--- src/rtl/rxidle_pkg.sv ---
package rxidle_pkg;

  typedef enum logic [3:0] {
    ST_OFF,
    ST_PU_PD,
    ST_PU_CLK,
    ST_PU_RST,
    ST_PU_CFG,
    ST_RUN,
    ST_SD_RST,
    ST_SD_CLKOFF,
    ST_SD_PDOFF,
    ST_WAIT_RISE,
    ST_DEBOUNCE
  } pwrState_t;

  // Strobes from control to datapath: load the shared down-counter.
  typedef struct packed {
    logic debLoad;
    logic cfgLoad;
  } dpStrobe_t;

  // uartRst bit order: [0] core, [1] RX FIFO, [2] TX FIFO.
  localparam logic [2:0] RST_ALL  = 3'b111;
  localparam logic [2:0] RST_NONE = 3'b000;

endpackage

--- src/rtl/rxidle_dp.sv ---
module rxidle_dp
  import rxidle_pkg::*;
#(
  parameter int CNT_W      = 8,
  parameter int DEB_CYCLES = 100,
  parameter int CFG_CYCLES = 4
) (
  input  logic      clk,
  input  logic      rstN,
  input  logic      rxPin,
  input  dpStrobe_t strobe,
  output logic      rxRise,
  output logic      rxHigh,
  output logic      cntZero
);

  localparam logic [CNT_W-1:0] DEB_LOAD = CNT_W'(DEB_CYCLES - 1);
  localparam logic [CNT_W-1:0] CFG_LOAD = CNT_W'(CFG_CYCLES - 1);

  logic [1:0]       rxSync;
  logic             rxPrev;
  logic [CNT_W-1:0] cnt;

  always_ff @(posedge clk or negedge rstN) begin
    if (!rstN) begin
      rxSync <= 2'b00;
      rxPrev <= 1'b0;
    end else begin
      rxSync <= {rxSync[0], rxPin};
      rxPrev <= rxSync[1];
    end
  end

  always_ff @(posedge clk or negedge rstN) begin
    if (!rstN) begin
      cnt <= '0;
    end else if (strobe.debLoad) begin
      cnt <= DEB_LOAD;
    end else if (strobe.cfgLoad) begin
      cnt <= CFG_LOAD;
    end else if (cnt != '0) begin
      cnt <= cnt - 1'b1;
    end
  end

  assign rxHigh  = rxSync[1];
  assign rxRise  = rxSync[1] & ~rxPrev;
  assign cntZero = (cnt == '0);

  // the two loads come from different control states and never coincide
  a_r6_single_load: assert property (@(posedge clk) disable iff (!rstN)
    !(strobe.debLoad && strobe.cfgLoad));

  // the debounce load always starts the full window
  a_r6_deb_window: assert property (@(posedge clk) disable iff (!rstN)
    strobe.debLoad |=> cnt == DEB_LOAD);

endmodule

--- src/rtl/rxidle_ctrl.sv ---
module rxidle_ctrl
  import rxidle_pkg::*;
(
  input  logic       clk,
  input  logic       rstN,
  input  logic       openReq,
  input  logic       closeReq,
  input  logic       breakDet,
  input  logic       busyDet,
  input  logic       rxRise,
  input  logic       rxHigh,
  input  logic       cntZero,
  output dpStrobe_t  strobe,
  output logic       pdReq,
  output logic       clkEn,
  output logic [2:0] uartRst,
  output logic       rxMuxUart,
  output logic       cfgBusy,
  output logic       active,
  output logic       wakePulse
);

  pwrState_t state, nextState;
  logic      wakeArm, nextArm, wakeHit;

  always_comb begin
    nextState = state;
    nextArm   = wakeArm;
    strobe    = '0;
    case (state)
      ST_OFF:       if (openReq) nextState = ST_PU_PD;
      ST_PU_PD:     nextState = ST_PU_CLK;
      ST_PU_CLK:    nextState = ST_PU_RST;
      ST_PU_RST: begin
        nextState      = ST_PU_CFG;
        strobe.cfgLoad = 1'b1;
      end
      ST_PU_CFG:    if (cntZero) nextState = ST_RUN;
      ST_RUN: begin
        if (closeReq) begin
          nextState = ST_SD_RST;
          nextArm   = 1'b0;
        end else if (breakDet || busyDet) begin
          nextState = ST_SD_RST;
          nextArm   = 1'b1;
        end
      end
      ST_SD_RST:    nextState = ST_SD_CLKOFF;
      ST_SD_CLKOFF: nextState = ST_SD_PDOFF;
      ST_SD_PDOFF:  nextState = wakeArm ? ST_WAIT_RISE : ST_OFF;
      ST_WAIT_RISE: begin
        if (closeReq) begin
          nextState = ST_OFF;
          nextArm   = 1'b0;
        end else if (rxRise) begin
          nextState      = ST_DEBOUNCE;
          strobe.debLoad = 1'b1;
        end
      end
      ST_DEBOUNCE: begin
        if (closeReq) begin
          nextState = ST_OFF;
          nextArm   = 1'b0;
        end else if (!rxHigh) begin
          nextState = ST_WAIT_RISE;
        end else if (cntZero) begin
          nextState = ST_PU_PD;
        end
      end
      default:      nextState = ST_OFF;
    endcase
  end

  assign wakeHit = (state == ST_DEBOUNCE) && !closeReq && rxHigh && cntZero;

  always_ff @(posedge clk or negedge rstN) begin
    if (!rstN) begin
      state     <= ST_OFF;
      wakeArm   <= 1'b0;
      wakePulse <= 1'b0;
    end else begin
      state     <= nextState;
      wakeArm   <= nextArm;
      wakePulse <= wakeHit;
    end
  end

  // Moore decode of the port values
  always_comb begin
    pdReq     = 1'b0;
    clkEn     = 1'b0;
    uartRst   = RST_NONE;
    rxMuxUart = 1'b0;
    cfgBusy   = 1'b0;
    active    = 1'b0;
    case (state)
      ST_PU_PD:     pdReq = 1'b1;
      ST_PU_CLK:    begin pdReq = 1'b1; clkEn = 1'b1; end
      ST_PU_RST:    begin pdReq = 1'b1; clkEn = 1'b1; uartRst = RST_ALL; end
      ST_PU_CFG:    begin pdReq = 1'b1; clkEn = 1'b1; cfgBusy = 1'b1; end
      ST_RUN:       begin pdReq = 1'b1; clkEn = 1'b1; rxMuxUart = 1'b1; active = 1'b1; end
      ST_SD_RST:    begin pdReq = 1'b1; clkEn = 1'b1; uartRst = RST_ALL; active = 1'b1; end
      ST_SD_CLKOFF: begin pdReq = 1'b1; uartRst = RST_ALL; active = 1'b1; end
      default:      ;
    endcase
  end

  // the clock is never enabled without the power domain
  a_r2_clk_needs_pd: assert property (@(posedge clk) disable iff (!rstN)
    clkEn |-> pdReq);

  // the clock is removed only while all three resets are held
  a_r3_rst_at_clkoff: assert property (@(posedge clk) disable iff (!rstN)
    $fell(clkEn) |-> uartRst == RST_ALL);

  // power is released only after the clock is already off
  a_r3_pd_after_clk: assert property (@(posedge clk) disable iff (!rstN)
    $fell(pdReq) |-> !$past(clkEn));

  // active drops together with the power request
  a_r3_active_with_pd: assert property (@(posedge clk) disable iff (!rstN)
    $fell(active) |-> $fell(pdReq));

  // the pin belongs to the UART only while active
  a_r5_mux_when_active: assert property (@(posedge clk) disable iff (!rstN)
    rxMuxUart |-> active);

  // the wake pulse lasts a single cycle and marks the power request
  a_r7_wake_single: assert property (@(posedge clk) disable iff (!rstN)
    wakePulse |=> !wakePulse);
  a_r7_wake_with_pd: assert property (@(posedge clk) disable iff (!rstN)
    wakePulse |-> $rose(pdReq));

  // without an open request the off state is kept
  a_r11_off_holds: assert property (@(posedge clk) disable iff (!rstN)
    (state == ST_OFF && !openReq) |=> state == ST_OFF);

endmodule

--- src/rtl/rxidle_pwrgate.sv ---
module rxidle_pwrgate
  import rxidle_pkg::*;
#(
  parameter int CLK_KHZ     = 32000,
  parameter int DEBOUNCE_MS = 100,
  parameter int CFG_CYCLES  = 4
) (
  input  logic       clk,
  input  logic       rstN,
  input  logic       openReq,
  input  logic       closeReq,
  input  logic       breakDet,
  input  logic       busyDet,
  input  logic       rxPin,
  output logic       pdReq,
  output logic       clkEn,
  output logic [2:0] uartRst,
  output logic       rxMuxUart,
  output logic       cfgBusy,
  output logic       active,
  output logic       wakePulse
);

  localparam int DEB_CYCLES = CLK_KHZ * DEBOUNCE_MS;
  localparam int MAX_LOAD   = (DEB_CYCLES > CFG_CYCLES) ? DEB_CYCLES : CFG_CYCLES;
  localparam int CNT_W      = $clog2(MAX_LOAD + 1);

  dpStrobe_t strobe;
  logic      rxRise, rxHigh, cntZero;

  rxidle_ctrl u_ctrl (
    .clk       (clk),
    .rstN      (rstN),
    .openReq   (openReq),
    .closeReq  (closeReq),
    .breakDet  (breakDet),
    .busyDet   (busyDet),
    .rxRise    (rxRise),
    .rxHigh    (rxHigh),
    .cntZero   (cntZero),
    .strobe    (strobe),
    .pdReq     (pdReq),
    .clkEn     (clkEn),
    .uartRst   (uartRst),
    .rxMuxUart (rxMuxUart),
    .cfgBusy   (cfgBusy),
    .active    (active),
    .wakePulse (wakePulse)
  );

  rxidle_dp #(
    .CNT_W      (CNT_W),
    .DEB_CYCLES (DEB_CYCLES),
    .CFG_CYCLES (CFG_CYCLES)
  ) u_dp (
    .clk     (clk),
    .rstN    (rstN),
    .rxPin   (rxPin),
    .strobe  (strobe),
    .rxRise  (rxRise),
    .rxHigh  (rxHigh),
    .cntZero (cntZero)
  );

endmodule

--- config.mk ---
export PLATFORM = sky130hd
export DESIGN_NAME = rxidle_pwrgate
export DESIGN_NICKNAME = d
export VERILOG_FILES = /design/src/rtl/rxidle_pkg.sv /design/src/rtl/rxidle_dp.sv /design/src/rtl/rxidle_ctrl.sv /design/src/rtl/rxidle_pwrgate.sv
export SDC_FILE = /design/constraint.sdc
export NUM_CORES = 1
export LEC_CHECK = 0
export BUFFER_PORTS_ARGS = -buffer_cell sky130_fd_sc_hd__buf_2
export CELL_PAD_IN_SITES_DETAIL_PLACEMENT = 1
export CELL_PAD_IN_SITES_GLOBAL_PLACEMENT = 1
export CORE_AREA = 2 2 68 70
export DETAILED_ROUTE_END_ITERATION = 8
export DIE_AREA = 0 0 70 72
export PLACE_DENSITY_LB_ADDON = 0.1
export RECOVER_POWER = 100
export SLEW_MARGIN = 30
export SYNTH_ARGS = -nofsm -noshare
export SYNTH_HDL_FRONTEND = slang
export SYNTH_HIERARCHICAL = 1
export SYNTH_SLANG_ARGS = --single-unit
--- constraint.sdc ---
create_clock -name clk -period 2.4 [get_ports clk]
set_input_delay 0.36 -clock clk [delete_from_list [all_inputs] [get_ports clk]]
set_output_delay 0.36 -clock clk [all_outputs]
set_load 0.05 [all_outputs]
Yosys cells after proc, flatten, opt, wreduce, memory -nomap -nowiden
Index checks and enable logic that the tools add are counted.
- $add $sub $neg: 1
- equal/unequal tests: 16
- muxes and demuxes: 28
- bitwise logic cells: 2
- reduce and logical (&&, ||, !) cells: 17
- operators with widths (operator ; number):
    22-bit 2-to-1 mux ; 3
    4-bit one-hot mux with 11 select lines ; 1
    4-bit 2-to-1 mux ; 10
    22-bit logical NOT ; 1
    22-bit nonzero test ; 1
    22-bit by 1-bit subtractor with 22-bit output, second input constant ; 1
    4-bit by 3-bit equality test with 1-bit output, second input constant ; 4
    4-bit equality test, second input constant ; 3
    1-bit 2-to-1 mux ; 12
    4-bit by 2-bit equality test with 1-bit output, second input constant ; 2
    7-bit OR reduction ; 1
    3-bit OR reduction ; 2
    5-bit AND reduction ; 1
    5-bit OR reduction ; 1
    4-bit by 1-bit equality test with 1-bit output, second input constant ; 1
    4-bit logical NOT ; 1
    2-bit by 1-bit != test with 1-bit output, second input constant ; 2
    4-bit != test, second input constant ; 1
    1-bit logical AND ; 3
    3-bit 2-to-1 mux ; 1
    3-bit by 2-bit != test with 1-bit output, second input constant ; 1
    3-bit != test, second input constant ; 1
    3-bit AND reduction ; 1
    3-bit nonzero test ; 1
    8 further kinds ; 8
- register bits after elaboration: 31
- bits of input ports: 7
- output and inout port bits: 9
- logic and storage cells: 70

Depth between registers and ports, before layout
- depth in word-level cells: 6
- mapped depth: 8
- mapped depth without buffers: 7

By module
Netlist, hierarchy kept.
- by module, submodules not included (module ; times used ; cells each ; area each (um^2) ; sequential area each (um^2)):
    rxidle_dp ; 1 ; 132 ; 1358.8 ; 625.6
    rxidle_ctrl ; 1 ; 59 ; 548.0 ; 150.1

Worst setup path before layout
OpenSTA, ideal clock, no wires.
- kind: register to register
- start point: register u_dp.cnt[0]
- end point: register u_ctrl.state[3]
- library setup time: 125 ps
- arrival time: 2021 ps
- required time: 2275 ps
- path slack: 254 ps
- cell stages (with the launch flop): 8
- path buffers: 0
- period minus slack after synthesis: 2146 ps
- cells stage by stage: dfrtp_1 > inv_1 > ha_1 > nor3b_2 > nand4_1 > nor2_1 > o311ai_4 > mux2_4
- word-level cells in the longest chain between the ends: 3
- elaborated cells between the ends (all ways): 4
- classes of those cells: eq/ne (2); reduce/logical (2)
- RTL lines (element ; line ; RTL):
    start, declared ; rxidle_dp.sv:22 ; logic [CNT_W-1:0] cnt;
    start signal, assigned ; rxidle_dp.sv:42 ; cnt <= cnt - 1'b1;
    22-bit logical NOT * ; rxidle_dp.sv:48 ; assign cntZero = (cnt == '0);
    via cntZero ; rxidle_pwrgate.sv:29 ; logic rxRise, rxHigh, cntZero;
    4-bit != test (no source line) or 2-bit by 1-bit != test with 1-bit output (tied branches) ; -- ;
    5-bit AND reduction (no source line) * ; -- ;
    end signal, assigned ; rxidle_ctrl.sv:82 ; state <= nextState;
    end, declared ; rxidle_ctrl.sv:23 ; pwrState_t state, nextState;
Mark *: on every way through the listed nets, which the timed path passes. The rest lies on a longest branch.
A chain may end at the register's enable or synchronous reset.

Worst setup path in the final report
- start point: register u_ctrl.state[2]
- end point: output port rxMuxUart
- word-level cells in the longest chain between the ends: 2
- RTL lines (element ; line ; RTL):
    4-bit by 3-bit equality test with 1-bit output ; rxidle_ctrl.sv:96 ; case (state)
    1-bit 2-to-1 mux ; rxidle_ctrl.sv:96 ;
    end, declared ; rxidle_pwrgate.sv:18 ; output logic rxMuxUart,
No other way between the ends.

==> results_dict.tcl <==
set metrics [dict create \
    status "finished, violations left" \
    violations "max-capacitance violations, max-slew violations" \
    hold_violations 0 \
    syn2layout_area_growth_pct 10.70 \
    syn_nets 199 \
    crit_slowest_cell "dfrtp_1" \
    clock_latency_ns 0.28 \
    worstSetupEndpointType "output pin" \
    ctsResizeCount 0 \
    crit_required_ns 2.04 \
    synth_seq_cells 31 \
    cts_hold_buf 0 \
    num_antenna_cells 0 \
    io_pins 16 \
    cap_violations 1 \
    mostFrequentLayoutCells "dfrtp_1 (31), nor2_1 (15), o21ai_0 (15)" \
    pwr-share-comb_pct 56.1 \
    fin_crit_ns 2.215 \
    drive_gt1_share_pct 20.93 \
    wl_per_cell_um 18.45 \
    p_int_mw 1.647 \
    drv_slew 32 \
    antenna_found_initial 0 \
    grt_pass1_wl_um 8355 \
    fin_area_sq_mm 0.002111 \
    drc_errors 0 \
    crit_type "reg2out" \
    row_count 24 \
    synth_seq_area_share_pct 40.68 \
    fin_skew_ns 0.005096 \
    hpwlAfterDp_um 3621 \
    slowest_delay_ns 0.65 \
    fillers 500 \
    swShare_pct 50.48 \
    synth_cells 191 \
    core_sq_mm 0.004264 \
    clkTransAtPathRegs_ns 0.07 \
    slew_headroom_pct -15.60 \
    tightestPinTransition_ns 1.734 \
    synth_top_flop_cell "dfrtp_1" \
    arrival_ns 1.86 \
    crit_family "flip-flops" \
    final_common_cell "dfrtp_1" \
    cts_tree "built" \
    fmax_mhz 451.4 \
    postCtsSetupRepairBufs 0 \
    final_antenna_net_count 0 \
    start_kind "flip-flop" \
    die_area_sq_mm 0.005040 \
    hold_path_end "u_dp/rxSync[0]" \
    rr_startpoint "u_dp/cnt[0]" \
    first_iter_violations 44 \
    overflow 0 \
    io_buffers 15 \
    worst_hold_path_type "in2reg" \
    die_h_um 72 \
    clkPwrFrac_pct 12.2 \
    syn_area_per_cell_sq_um 9.983 \
    path_max_fanout 14 \
    path_buf_inv 1 \
    dr.pass1.iters 4 \
    globalRouteTotalUtil_pct 20.90 \
    cts_buffer_depth 2 \
    initial_utilization_pct 44.72 \
    r2r_cells 7 \
    period_share_pct 92.30 \
    whs_path_depth 1 \
    placed_area_sq_mm 0.002063 \
    gp_congestion 0.8463 \
    vias_per_cell 5.981 \
    async_flop_share_pct 100.0 \
    clock_sinks 31 \
    p_switching_mw 1.679 \
    synth_area_sq_mm 0.001907 \
    path_cells "nor4bb_2 -> buf_2" \
    hold_start "rxPin" \
    yosysWarnings 6 \
    wl_um 4926 \
    synth_edf_count 0 \
    rsz0062_at_grt "false" \
    die_w_um 70 \
    r2r-end "u_ctrl/state[3]" \
    rrSetupSlack_ns 0.26 \
    grt_max_degree 32 \
    synth_cell_types 58 \
    vias 1597 \
    grt_pass1_vias 1730 \
    fin_setup_tns_ns 0 \
    p_leak_nw 0.9083 \
    layout.nets 222 \
    setup_viol_count_final 0 \
    cts-root-buf "clkbuf_8" \
    irDropWorstVdd_uv 567.3 \
    numCtsBuffers 5 \
    seqPwrFrac_pct 31.7 \
    h-tree-depth 2 \
    powerDensity_mw_per_mm2 1576 \
]
[power groups by stage]
| stage | Sequential (mW) | Clock (mW) | Combinational (mW) |
|---|---|---|---|
| floorplan | 0.966 | 0 | 1.48 |
| global placement | 1.04 | 0 | 1.87 |
| detailed placement | 1.06 | 0 | 1.92 |
| CTS | 1.05 | 0.419 | 1.94 |
| global route | 1.09 | 0.451 | 2.03 |
| finish | 1.05 | 0.405 | 1.87 |
[state kept, by name (all words and copies together) (netlist names)]
| name | cells |
|---|---|
| u_dp/rxPrev | 1 |
| u_ctrl/wakeArm | 1 |
| u_ctrl/state | 4 |
| u_dp/rxSync | 2 |
| u_dp/cnt | 22 |
| u_ctrl/wakePulse | 1 |
[worst reg2reg max path, stage by stage (launching register included)]
cell and delay, ns:
dfrtp_1 0.43, inv_1 0.11, ha_1 0.18, nor3b_2 0.37, nand4_1 0.18, nor2_1 0.21
o311ai_1 0.21, mux2_4 0.34
[cell usage after synthesis, drive strengths merged, types with 2 or more instances]
cell / number / area, sq um
dfrtp: 31 / 775.7
o21ai: 17 / 85.08
nor2: 15 / 56.30
nand2: 13 / 51.30
nor3: 10 / 61.31
buf: 9 / 58.80
nor4: 9 / 77.57
or3: 7 / 45.05
a21oi: 6 / 30.03
inv: 6 / 22.52
mux2i: 6 / 60.06
xor2: 6 / 52.55
nor3b: 5 / 53.80
xnor2: 5 / 43.79
nand3: 4 / 20.02
nand4: 4 / 40.04
nor2b: 4 / 25.02
and3: 3 / 18.77
o31ai: 3 / 22.52
or4: 2 / 18.77
[through the flow]
stage	hold WS [ns]	power, mW	setup slack [ns]	std cells	util, %
CTS	0.1544	3.409	0.2581	267	50.47
floorplan	0.06441	2.445	0.2539	191	-
finish	0.1836	3.326	0.1847	267	49.50
global placement	0.3368	2.904	0.3724	259	48.39
global route	0.1734	3.571	0.04771	267	49.50
detailed placement	0.3371	2.982	0.2979	259	48.39
[layout make-up]
cell class | instances | area, sq um | area share [%]
Sequential cell | 31 | 775.7 | 36.75
Timing Repair Buffer | 25 | 135.1 | 6.402
Multi-Input combinational cell | 145 | 1023 | 48.49
Clock buffer | 5 | 68.82 | 3.260
Inverter | 6 | 22.52 | 1.067
Clock inverter | 3 | 20.02 | 0.9484
Tap cell | 52 | 65.06 | 3.082
[routing by layer]
metal  part of all wire (%)  track usage (%)  wire [um]
met5                      0                0          0
met1                     43            24.14       2109
met3                    2.7            4.583        131
met2                     53            38.94       2620
met4                    1.3            6.197         65
[how the worst max path moves through the flow]
stage	startpoint	to	depth (start not counted)
after floorplan	u_dp/cnt[0]	u_ctrl/state[3]	7
after global placement	u_ctrl/state[2]	u_dp/cnt[15]	4
after detailed placement	u_dp/cnt[0]	u_ctrl/state[3]	7
after CTS	u_dp/cnt[0]	u_ctrl/state[3]	7
after global routing	u_dp/cnt[0]	u_ctrl/state[3]	7
final	u_ctrl/state[2]	rxMuxUart	2
[cells by family (layout without fill, tap and decap cells)]
family	count (synthesis)	after routing	share of synthesized area, %
multiplexers	7	7	3.937
buffers and inverters	15	39	4.265
AO/OA/AOI/OAI	42	42	16.14
flip-flops	31	31	40.68
XOR/XNOR	11	11	5.052
adder cells (fa/ha/maj)	1	1	0.6561
AND/OR/NAND/NOR	84	84	29.27
No activity file was read; power rests on OpenSTA's default activity.
